[config.mk]
export PLATFORM = sky130hd
export DESIGN_NAME = core_access_router
export DESIGN_NICKNAME = d
export VERILOG_FILES = /design/src/rtl/car_pkg.sv /design/src/rtl/car_ctrl_regs.sv /design/src/rtl/car_read_pick.sv /design/src/rtl/car_rd_seq.sv /design/src/rtl/core_access_router.sv
export SDC_FILE = /design/constraint.sdc
export NUM_CORES = 1
export LEC_CHECK = 0
export ABC_AREA = 1
export BUFFER_PORTS_ARGS = -buffer_cell sky130_fd_sc_hd__buf_4
export CAP_MARGIN = 20
export CORE_UTILIZATION = 46
export CTS_CLUSTER_DIAMETER = 80
export DETAILED_ROUTE_END_ITERATION = 8
export GPL_ROUTABILITY_DRIVEN = 0
export PLACE_DENSITY = 0.8
export SETUP_SLACK_MARGIN = 0.1
export SYNTH_ARGS = -nofsm -noshare
export SYNTH_HDL_FRONTEND = slang
export SYNTH_SLANG_ARGS = --single-unit
[constraint.sdc]
create_clock -name clk -period 1.86 [get_ports clk]
set_input_delay 0.279 -clock clk [delete_from_list [all_inputs] [get_ports clk]]
set_output_delay 0.279 -clock clk [all_outputs]
set_load 0.1 [all_outputs]
[src/rtl/car_pkg.sv]
package car_pkg;

    typedef enum logic [1:0] {
        ST_IDLE  = 2'd0,
        ST_FETCH = 2'd1,
        ST_REPLY = 2'd2
    } car_state_e;

endpackage

[src/rtl/car_ctrl_regs.sv]
module car_ctrl_regs #(
    parameter int                N_CORES = 4,
    parameter int                ADDR_W  = 8,
    parameter int                DATA_W  = 8,
    parameter logic [ADDR_W-1:0] WE_ADDR = 'hFE,
    parameter logic [ADDR_W-1:0] RS_ADDR = 'hFF
) (
    input  logic               clk,
    input  logic               rst_n,
    input  logic               wr_en,
    input  logic [ADDR_W-1:0]  wr_addr,
    input  logic [DATA_W-1:0]  wdata,
    input  logic [ADDR_W-1:0]  rd_addr,
    output logic [N_CORES-1:0] we_mask,
    output logic [N_CORES-1:0] rs_mask,
    output logic               wr_hit,
    output logic               rd_hit,
    output logic [DATA_W-1:0]  rd_data
);

    localparam int PAD_W = DATA_W - N_CORES;

    logic wr_is_we;
    logic wr_is_rs;

    assign wr_is_we = (wr_addr == WE_ADDR);
    assign wr_is_rs = (wr_addr == RS_ADDR);
    assign wr_hit   = wr_is_we || wr_is_rs;
    assign rd_hit   = (rd_addr == WE_ADDR) || (rd_addr == RS_ADDR);

    // Writing one mask clears the other
    always_ff @(posedge clk or negedge rst_n) begin
        if (!rst_n) begin
            we_mask <= '0;
            rs_mask <= '0;
        end else if (wr_en && wr_is_we) begin
            we_mask <= wdata[N_CORES-1:0];
            rs_mask <= '0;
        end else if (wr_en && wr_is_rs) begin
            rs_mask <= wdata[N_CORES-1:0];
            we_mask <= '0;
        end
    end

    always_comb begin
        rd_data = '0;
        if (rd_addr == WE_ADDR) begin
            rd_data = {{PAD_W{1'b0}}, we_mask};
        end else if (rd_addr == RS_ADDR) begin
            rd_data = {{PAD_W{1'b0}}, rs_mask};
        end
    end

endmodule

[src/rtl/car_read_pick.sv]
module car_read_pick #(
    parameter int N_CORES = 4
) (
    input  logic [N_CORES-1:0] sel_mask,
    output logic [N_CORES-1:0] grant,
    output logic               any_sel
);

    // lower_set[i] is high when some bit below i is set
    logic [N_CORES:0] lower_set;

    assign lower_set[0] = 1'b0;

    for (genvar i = 0; i < N_CORES; i++) begin : g_chain
        assign lower_set[i+1] = lower_set[i] | sel_mask[i];
        assign grant[i]       = sel_mask[i] & ~lower_set[i];
    end

    assign any_sel = lower_set[N_CORES];

endmodule

[src/rtl/car_rd_seq.sv]
module car_rd_seq
    import car_pkg::*;
(
    input  logic clk,
    input  logic rst_n,
    input  logic rd_go,
    output logic idle,
    output logic fetch,
    output logic reply
);

    car_state_e state_q;
    car_state_e state_d;

    always_ff @(posedge clk or negedge rst_n) begin
        if (!rst_n) begin
            state_q <= ST_IDLE;
        end else begin
            state_q <= state_d;
        end
    end

    always_comb begin
        state_d = state_q;
        unique case (state_q)
            ST_IDLE:  if (rd_go) state_d = ST_FETCH;
            ST_FETCH: state_d = ST_REPLY;
            ST_REPLY: state_d = ST_IDLE;
            default:  state_d = ST_IDLE;
        endcase
    end

    always_comb begin
        idle  = 1'b0;
        fetch = 1'b0;
        reply = 1'b0;
        unique case (state_q)
            ST_IDLE:  idle  = 1'b1;
            ST_FETCH: fetch = 1'b1;
            ST_REPLY: reply = 1'b1;
            default:  idle  = 1'b1;
        endcase
    end

endmodule

[src/rtl/core_access_router.sv]
module core_access_router #(
    parameter int                N_CORES = 4,
    parameter int                ADDR_W  = 8,
    parameter int                DATA_W  = 8,
    parameter logic [ADDR_W-1:0] WE_ADDR = 'hFE,
    parameter logic [ADDR_W-1:0] RS_ADDR = 'hFF
) (
    input  logic                        clk,
    input  logic                        rst_n,
    input  logic                        host_wr,
    input  logic                        host_rd,
    input  logic [ADDR_W-1:0]           host_addr,
    input  logic [DATA_W-1:0]           host_wdata,
    output logic                        host_busy,
    output logic                        host_rvalid,
    output logic [DATA_W-1:0]           host_rdata,
    output logic [N_CORES-1:0]          core_we,
    output logic [N_CORES-1:0]          core_re,
    output logic [ADDR_W-1:0]           core_addr,
    output logic [DATA_W-1:0]           core_wdata,
    input  logic [N_CORES*DATA_W-1:0]   core_rdata
);

    logic               idle;
    logic               fetch;
    logic               reply;
    logic               wr_go;
    logic               rd_go;
    logic [ADDR_W-1:0]  addr_q;
    logic [DATA_W-1:0]  rdata_q;
    logic [N_CORES-1:0] we_mask;
    logic [N_CORES-1:0] rs_mask;
    logic               wr_hit;
    logic               rd_hit;
    logic [DATA_W-1:0]  ctrl_rdata;
    logic [N_CORES-1:0] grant;
    logic               any_sel;
    logic [DATA_W-1:0]  core_pick;

    assign wr_go = host_wr && idle;
    assign rd_go = host_rd && !host_wr && idle;

    car_rd_seq u_seq (
        .clk   (clk),
        .rst_n (rst_n),
        .rd_go (rd_go),
        .idle  (idle),
        .fetch (fetch),
        .reply (reply)
    );

    car_ctrl_regs #(
        .N_CORES (N_CORES),
        .ADDR_W  (ADDR_W),
        .DATA_W  (DATA_W),
        .WE_ADDR (WE_ADDR),
        .RS_ADDR (RS_ADDR)
    ) u_regs (
        .clk     (clk),
        .rst_n   (rst_n),
        .wr_en   (wr_go),
        .wr_addr (host_addr),
        .wdata   (host_wdata),
        .rd_addr (addr_q),
        .we_mask (we_mask),
        .rs_mask (rs_mask),
        .wr_hit  (wr_hit),
        .rd_hit  (rd_hit),
        .rd_data (ctrl_rdata)
    );

    car_read_pick #(
        .N_CORES (N_CORES)
    ) u_pick (
        .sel_mask (rs_mask),
        .grant    (grant),
        .any_sel  (any_sel)
    );

    always_ff @(posedge clk or negedge rst_n) begin
        if (!rst_n) begin
            addr_q <= '0;
        end else if (rd_go) begin
            addr_q <= host_addr;
        end
    end

    // Grant is one-hot, so an OR of masked slices selects one core
    always_comb begin
        core_pick = '0;
        for (int i = 0; i < N_CORES; i++) begin
            if (grant[i]) begin
                core_pick = core_pick | core_rdata[i*DATA_W +: DATA_W];
            end
        end
    end

    always_ff @(posedge clk or negedge rst_n) begin
        if (!rst_n) begin
            rdata_q <= '0;
        end else if (fetch) begin
            if (rd_hit) begin
                rdata_q <= ctrl_rdata;
            end else if (any_sel) begin
                rdata_q <= core_pick;
            end else begin
                rdata_q <= '0;
            end
        end
    end

    assign core_we     = (wr_go && !wr_hit) ? we_mask : '0;
    assign core_re     = (fetch && !rd_hit) ? grant : '0;
    assign core_addr   = fetch ? addr_q : host_addr;
    assign core_wdata  = host_wdata;
    assign host_busy   = !idle;
    assign host_rvalid = reply;
    assign host_rdata  = rdata_q;

endmodule

==> results.py, run 1 <==
metrics = {
    "power": {
        "p_seq_share_pct": 20.1,
        "netSwitchingPower_mw": 2.42,
        "power.density_nw_per_um2": 1450,
        "ir_worst_vdd_v": 0.00118,
        "p_int_mw": 1.99,
        "switching_share_pct": 54.8,
        "totalPowerFinal_mw": 4.41,
        "power_leakage_nw": 1.52,
        "pwr-share-comb_pct": 72.8,
        "clkPwrFrac_pct": 7.1,
    },
    "clock_network": {
        "clk_path_buf_depth": 2,
        "insertion_delay_ps": 270,
        "clkSlewWorstSetupHoldPaths_ps": 80,
        "cts-root-buf": "clkbuf_8",
        "cts_buffers": 3,
        "cts_tree": "yes",
        "clkSinkCount": 26,
        "htree_levels": 1,
    },
    "floorplanning": {
        "initial_utilization_pct": 48.4,
        "die_x_microns": 64.3,
        "io_pins": 86,
        "rows": 22,
        "core_area_sq_um": 3690,
        "dieArea_sq_um": 4140,
        "die_h_microns": 64.3,
    },
    "worst_setup_path": {
        "crit_slowest_cell": "dfrtp_1",
        "crit_fanout": 4,
        "cp_common_cell": "inv_4",
        "cp_data_required_time_ps": 1580,
        "critPathMaxStageDelay_ps": 400,
        "crit_arrival_ps": 1620,
        "crit_chain": "inv_2 -> ha_4 -> inv_4 -> nand2_4 -> inv_4 -> o31ai_4 -> nor2_4 -> buf_12",
        "worst_setup_path_end_kind": "output port",
        "worst_setup_path_start_kind": "register",
        "timing_worst_setup_path_type": "reg -> out",
    },
    "global_route": {
        "use_met3_pct": 4.82,
        "busiest_layer": "met2",
        "grt_usage_pct": 27.8,
        "grt-ovfl-total": 0,
        "grt_max_degree": 27,
        "antenna_found_initial": 0,
        "use_met2_pct": 48.7,
        "use_met1_pct": 33.5,
        "grt_pass1_wl_microns": 8860,
        "first_global_vias": 1902,
    },
    "yosys": {
        "synth.distinct_cells": 27,
        "syn_avg_cell_area_sq_um": 7.03,
        "syn_area_sq_um": 1790,
        "synth_nets": 310,
        "ys_ff_latch": 26,
        "ys.flop_type": "dfrtp_1",
        "ys_seq_area_share_pct": 36.4,
        "postSynthCellCount": 254,
        "synth-edff-count": 0,
        "async_reset_ff_share_pct": 100,
        "ys_warn_count": 0,
    },
    "sta": {
        "fin_crit_sh_pct": 102,
        "rsz0062_at_grt": "yes",
        "timing.fmax_mhz": 526,
        "finalSetupViolCount": 4,
        "fin_skew_ps": 4.05,
        "slew_viol_final": 0,
        "worst_pin_slew_ps": 496,
        "worst_slack_ps": -42.8,
        "finalHoldViolCount": 0,
        "max-slew-margin-rel_pct": 66.9,
        "post-route-min-period_ps": 1900,
    },
    "layout": {
        "syn_to_final_growth_pct": 70.6,
        "n_fill_cell": 231,
        "diodes": 0,
        "finalNetCount": 404,
        "seqCellArea_sq_um": 654,
        "finalNonFillerCells": 394,
        "final_util_pct": 82.6,
        "drive_gt1_share_pct": 46.0,
        "multi_input_area_sq_um": 1180,
    },
    "placed_design": {
        "dp_hpwl_microns": 3560,
        "port_buffers": 77,
        "placed_cells": 371,
    },
    "detailed_routing": {
        "wire_per_inst_microns": 14.8,
        "wirelength_microns": 5840,
        "first_pass_iters": 4,
        "drtIter0Drc": 137,
        "ant_nets": 0,
        "vias_per_cell": 5.22,
        "drcViolationCount": 0,
        "num_vias": 2056,
    },
    "flow_run": {
        "cap_violations": 0,
    },
    "outcome": {
        "outcome": "finished with violations",
        "violations": "negative setup slack",
    },
    "worst_hold_path": {
        "hold_class": "in -> reg",
    },
}
[layout make-up]
cell class	count	share of cell area, %
clock buffers	3	1.35
inverters	26	3.45
multi-input cells	189	38.7
flip-flops and latches	26	21.5
well taps	48	1.97
repair buffers	102	33.0
[registers in the layout, indices dropped and copies added (netlist names)]
name            count
host_rdata          8
u_regs.we_mask      4
u_regs.rs_mask      4
u_seq.state_q       2
addr_q              8
[power groups by stage]
stage	combinational (mW)	sequential, mW	clock, mW
6_report	3.21	0.884	0.315
4_1_cts	3.04	0.840	0.307
5_1_grt	3.34	0.895	0.333
3_3_place_gp	2.43	0.852	0
2_1_floorplan	1.83	1.10	0
3_5_place_dp	2.46	0.856	0
[kinds of logic after synthesis]
kind of cell,count (synthesis),synth area share (%)
AND/OR/NAND/NOR,162,42.8
AO/OA/AOI/OAI,21,6.02
flip-flops,26,36.4
adder cells (fa/ha/maj),4,2.80
buffers and inverters,39,10.9
multiplexers,2,1.12
[worst max-delay path, delay by kind of cell (launching register included)]
family / cells / cell delay [ps]
DFF: 1 / 400
and+or+nand+nor: 2 / 190
buffers and inverters: 4 / 410
AOI/OAI and AO/OA: 1 / 120
adders and majority gates: 1 / 230
[path summary, 6_finish.rpt]
path | startpoint | to | slack [ps] | cells after the start
setup / recovery | u_seq.state_q[1] | core_we[0] | -40 | 8
hold / removal | host_wdata[1] | u_regs.we_mask[1] | 220 | 3
setup reg to reg | u_seq.state_q[1] | u_regs.rs_mask[3] | 250 | 11
hold reg to reg | host_rdata[6] | host_rdata[6] | 490 | 2
max in group asynchronous | rst_n | u_regs.rs_mask[0] | 1150 | 2
min in group asynchronous | rst_n | u_regs.we_mask[3] | 440 | 2
[cells in the mapped netlist, types with 3 or more instances]
cell | instances | area, sq um
ha_1 | 4 | 50.1
inv_2 | 3 | 11.3
o21ai_0 | 18 | 90.1
nand3b_1 | 7 | 52.6
dfrtp_1 | 26 | 651
buf_4 | 8 | 60.1
nor2_1 | 12 | 45.0
nand2_2 | 3 | 18.8
nand2_1 | 103 | 387
inv_1 | 22 | 82.6
nand4_1 | 3 | 18.8
nor2_4 | 5 | 56.3
nand3_1 | 21 | 105
[metal layers]
| layer | routed length, microns | vias up | share of wire [%] |
|---|---|---|---|
| met3 | 320 | 18 | 5.5 |
| met1 | 2210 | 981 | 38 |
| met4 | 172 | 0 | 2.9 |
| li1 | - | 981 | - |
| met2 | 3140 | 76 | 54 |
| met5 | 0 | - | 0 |
[per-stage QoR]
step / hold slack (ps) / instance area (sq um) / TNS, ps / setup slack (ps)
after CTS: 229 / 2980 / -34.7 / -15.3
final: 220 / 3050 / -158 / -42.8
after detailed placement: 204 / 2560 / 0 / 90.7
after floorplan: -16.6 / 1980 / -459 / -113
after global routing: 232 / 3050 / -450 / -86.6
after global placement: 205 / 2560 / 0 / 127
[layout by cell type (no fill, tap or decap), types with 5 or more instances in the layout]
cell type	instances
buf_4	78
buf_12	17
nor2_4	13
inv_2	5
dfrtp_1	23
buf_6	5
inv_1	17
nand3_1	21
nand2_2	10
o21ai_4	6
nand3b_1	7
nand2_1	93
nor2_1	5
o21ai_0	10
[timing repair]
item	CTS	global route
pin swaps	9	2
endpoints found under the hold margin	26	0
buffers inserted	14	5
endpoints found under the setup margin	16	16
gates resized for setup	61	13
hold buffers	1	0
(Power assumes the default switching activity.)
==> run 2: changes to the inputs <==
--- a/config.mk
+++ b/config.mk
@@ -8,7 +8,7 @@
 export ABC_AREA = 1
 export BUFFER_PORTS_ARGS = -buffer_cell sky130_fd_sc_hd__buf_4
 export CAP_MARGIN = 20
-export CORE_UTILIZATION = 46
+export CORE_UTILIZATION = 47
 export CTS_CLUSTER_DIAMETER = 80
 export DETAILED_ROUTE_END_ITERATION = 8
 export GPL_ROUTABILITY_DRIVEN = 0
@@ -16,4 +16,5 @@
 export SETUP_SLACK_MARGIN = 0.1
 export SYNTH_ARGS = -nofsm -noshare
 export SYNTH_HDL_FRONTEND = slang
+export SYNTH_HIERARCHICAL = 1
 export SYNTH_SLANG_ARGS = --single-unit
==> run 2 against run 1 <==
  * The flow still finishes with violations (negative setup slack)
  * Clock skew is 5.0 ps higher
  * Largest power group unchanged
  * Setup slack worse by 97 ps
  * Global-route usage shrank 2.5 points
  * Final cell count rose by 2.0%
  * Core utilization shrank 3.0 points
  * Non-clock buffer count down 11
  * Final area fell by 1.5%
  * Sequential share of layout area grew 0.21 points
  * Clock power up 15%
==> results.py, run 2 <==
metrics = {
    "detailed_routing": {
        "first_pass_iters": 5,
        "wirelength_microns": 5210,
        "num_vias": 1989,
        "wire_per_inst_microns": 13.0,
        "vias_per_cell": 4.95,
        "drcViolationCount": 0,
        "drtIter0Drc": 53,
        "ant_nets": 0,
    },
    "power": {
        "netSwitchingPower_mw": 2.89,
        "power.density_nw_per_um2": 1680,
        "ir_worst_vdd_v": 0.00117,
        "p_seq_share_pct": 18.8,
        "clkPwrFrac_pct": 7.2,
        "totalPowerFinal_mw": 5.05,
        "p_int_mw": 2.16,
        "pwr-share-comb_pct": 74.0,
        "power_leakage_nw": 1.54,
        "switching_share_pct": 57.3,
    },
    "sta": {
        "timing.fmax_mhz": 500,
        "slew_viol_final": 0,
        "rsz0062_at_grt": "yes",
        "finalHoldViolCount": 0,
        "worst_slack_ps": -140,
        "setup_tns_ps": -1200,
        "finalSetupViolCount": 16,
        "post-route-min-period_ps": 2000,
        "fin_crit_sh_pct": 108,
        "fin_skew_ps": 9.06,
    },
    "yosys": {
        "synth_common_cells": "96 x nand2_1, 28 x inv_1, 26 x dfrtp_1, 21 x nand3_1, 17 x nor2_1",
        "yosys.area.top_type": "dfrtp_1",
        "ys_top_cells_by_area": "dfrtp_1 34%, nand2_1 19%, buf_4 5.9%, inv_1 5.5%, nand3_1 5.5%",
        "synth.distinct_cells": 26,
        "ys.flop_type": "dfrtp_1",
        "yosys.area_share.simple_pct": 36.8,
        "ys_warn_count": 6,
        "async_reset_ff_share_pct": 100,
        "syn_area_sq_um": 1920,
        "synth.top_cell.area_share_pct": 34.0,
        "muxShareOfSynthArea_pct": 0,
        "ys_seq_area_share_pct": 34.0,
        "synth_compound_area_share_pct": 12.0,
        "ys_ff_latch": 26,
        "syn_avg_cell_area_sq_um": 6.89,
        "synth.most_common_cell": "nand2_1",
        "synth_xor_area_share_pct": 0,
        "postSynthCellCount": 278,
        "synth_top_family_by_area": "simple AND/OR/NAND/NOR gates",
        "synth-edff-count": 0,
        "synthAdderAreaFrac_pct": 2.61,
    },
    "floorplanning": {
        "core_area_sq_um": 3770,
        "io_pins": 86,
        "die_h_microns": 65.8,
        "initial_utilization_pct": 50.8,
        "die_x_microns": 65.8,
        "rows": 22,
        "dieArea_sq_um": 4330,
    },
    "global_route": {
        "grt_pass1_wl_microns": 8460,
        "grt-ovfl-total": 0,
        "grt_usage_pct": 25.3,
        "grt_max_degree": 27,
        "antenna_found_initial": 0,
        "first_global_vias": 1925,
    },
    "layout": {
        "n_fill_cell": 254,
        "layout_common_cells": "87 x nand2_1, 72 x buf_4, 26 x dfrtp_1",
        "diodes": 0,
        "final_common_cell": "nand2_1",
        "drive_gt1_share_pct": 42.1,
        "final_cell_area_sq_um": 3000,
        "finalNetCount": 411,
        "final_util_pct": 79.6,
        "syn_to_final_growth_pct": 56.7,
    },
    "outcome": {
        "violations": "negative setup slack",
        "outcome": "finished with violations",
    },
    "placed_design": {
        "dp_hpwl_microns": 3870,
        "port_buffers": 77,
        "placed_area_sq_um": 2630,
        "preCtsSetupSlack_ps": 30.7,
    },
    "worst_setup_path": {
        "cp_data_required_time_ps": 1580,
        "crit_arrival_ps": 1720,
        "worst_setup_path_start_kind": "register",
        "timing_worst_setup_path_type": "reg -> out",
        "worst_setup_path_end_kind": "output port",
        "crit_fanout": 4,
    },
    "clock_network": {
        "clk_path_buf_depth": 2,
        "htree_levels": 1,
        "cts-root-buf": "clkbuf_8",
        "cts_tree": "yes",
        "insertion_delay_ps": 270,
        "clkSlewWorstSetupHoldPaths_ps": 90,
        "clkSinkCount": 26,
        "cts_buffers": 3,
    },
    "flow_run": {
        "cap_violations": 0,
    },
    "worst_hold_path": {
        "hold_class": "in -> reg",
    },
}
## run 2: changes by cell type after synthesis, sizes merged, moves of 3 or more
cell and delta:
a21oi +15, buf +10, inv +7, nand2 -7, nand3b -7, nor2 +7
o21ai +5, nand4 -3
## run 2: layer usage
metal | part of all wire, % | routed length [microns] | track usage (%)
met1 | 41 | 2160 | 31.3
met2 | 53 | 2770 | 46.4
met3 | 4.9 | 256 | 4.31
met4 | 0.48 | 25 | 3.26
met5 | 0 | 0 | 0
## run 2: power groups by stage
| stage | Combinational [mW] | Clock [mW] | Sequential [mW] |
|---|---|---|---|
| 2_1_floorplan | 2.00 | 0 | 1.55 |
| 3_3_place_gp | 3.15 | 0 | 0.933 |
| 3_5_place_dp | 3.19 | 0 | 0.947 |
| 4_1_cts | 3.56 | 0.371 | 0.932 |
| 5_1_grt | 3.92 | 0.393 | 0.976 |
| 6_report | 3.74 | 0.362 | 0.951 |
## run 2: area by class of cell
type	instances	area [sq um]	area share, %
Clock buffer	4	55.1	1.83
Inverter	32	130	4.34
Multi-Input combinational cell	201	1190	39.8
Sequential cell	26	651	21.7
Tap cell	48	60.1	2.00
Timing Repair Buffer	91	911	30.3
## run 2: path summary, 6_finish.rpt
| kind | from | to | slack (ps) | depth (start not counted) |
|---|---|---|---|---|
| setup / recovery | u_seq/state_q[1] | core_we[0] | -140 | 7 |
| hold / removal | host_wdata[0] | u_regs/rs_mask[0] | 260 | 3 |
| setup reg to reg | u_seq/state_q[0] | u_seq/state_q[1] | 280 | 12 |
| hold reg to reg | host_rdata[5] | host_rdata[5] | 530 | 2 |
| max in group asynchronous | rst_n | addr_q[0] | 1160 | 2 |
| min in group asynchronous | rst_n | addr_q[5] | 450 | 2 |
## run 2: metrics by stage
stage | hold WS, ps | instances
after detailed placement | 208 | 391
after global placement | 205 | 391
after global routing | 266 | 402
final | 257 | 402
after CTS | 256 | 400
after floorplan | -16.6 | 281
## run 2: timing repair
item	CTS	global route
endpoints found under the setup margin	16	17
endpoints found under the hold margin	26	0
hold buffers	1	0
buffers inserted	4	2
pin swaps	4	4
resized for setup	51	15
## run 2: logic make-up after synthesis
logic type | Yosys count
buffers and inverters | 54
flip-flops | 26
other | 1
AND/OR/NAND/NOR | 153
adder cells (fa/ha/maj) | 4
AO/OA/AOI/OAI | 40
## run 2: critical path, stage by stage, from the launching register on
cell	delay, ps
dfrtp_1	400
inv_2	100
ha_4	210
inv_4	60
nand2_4	50
or2_4	300
nor2_4	150
buf_12	180
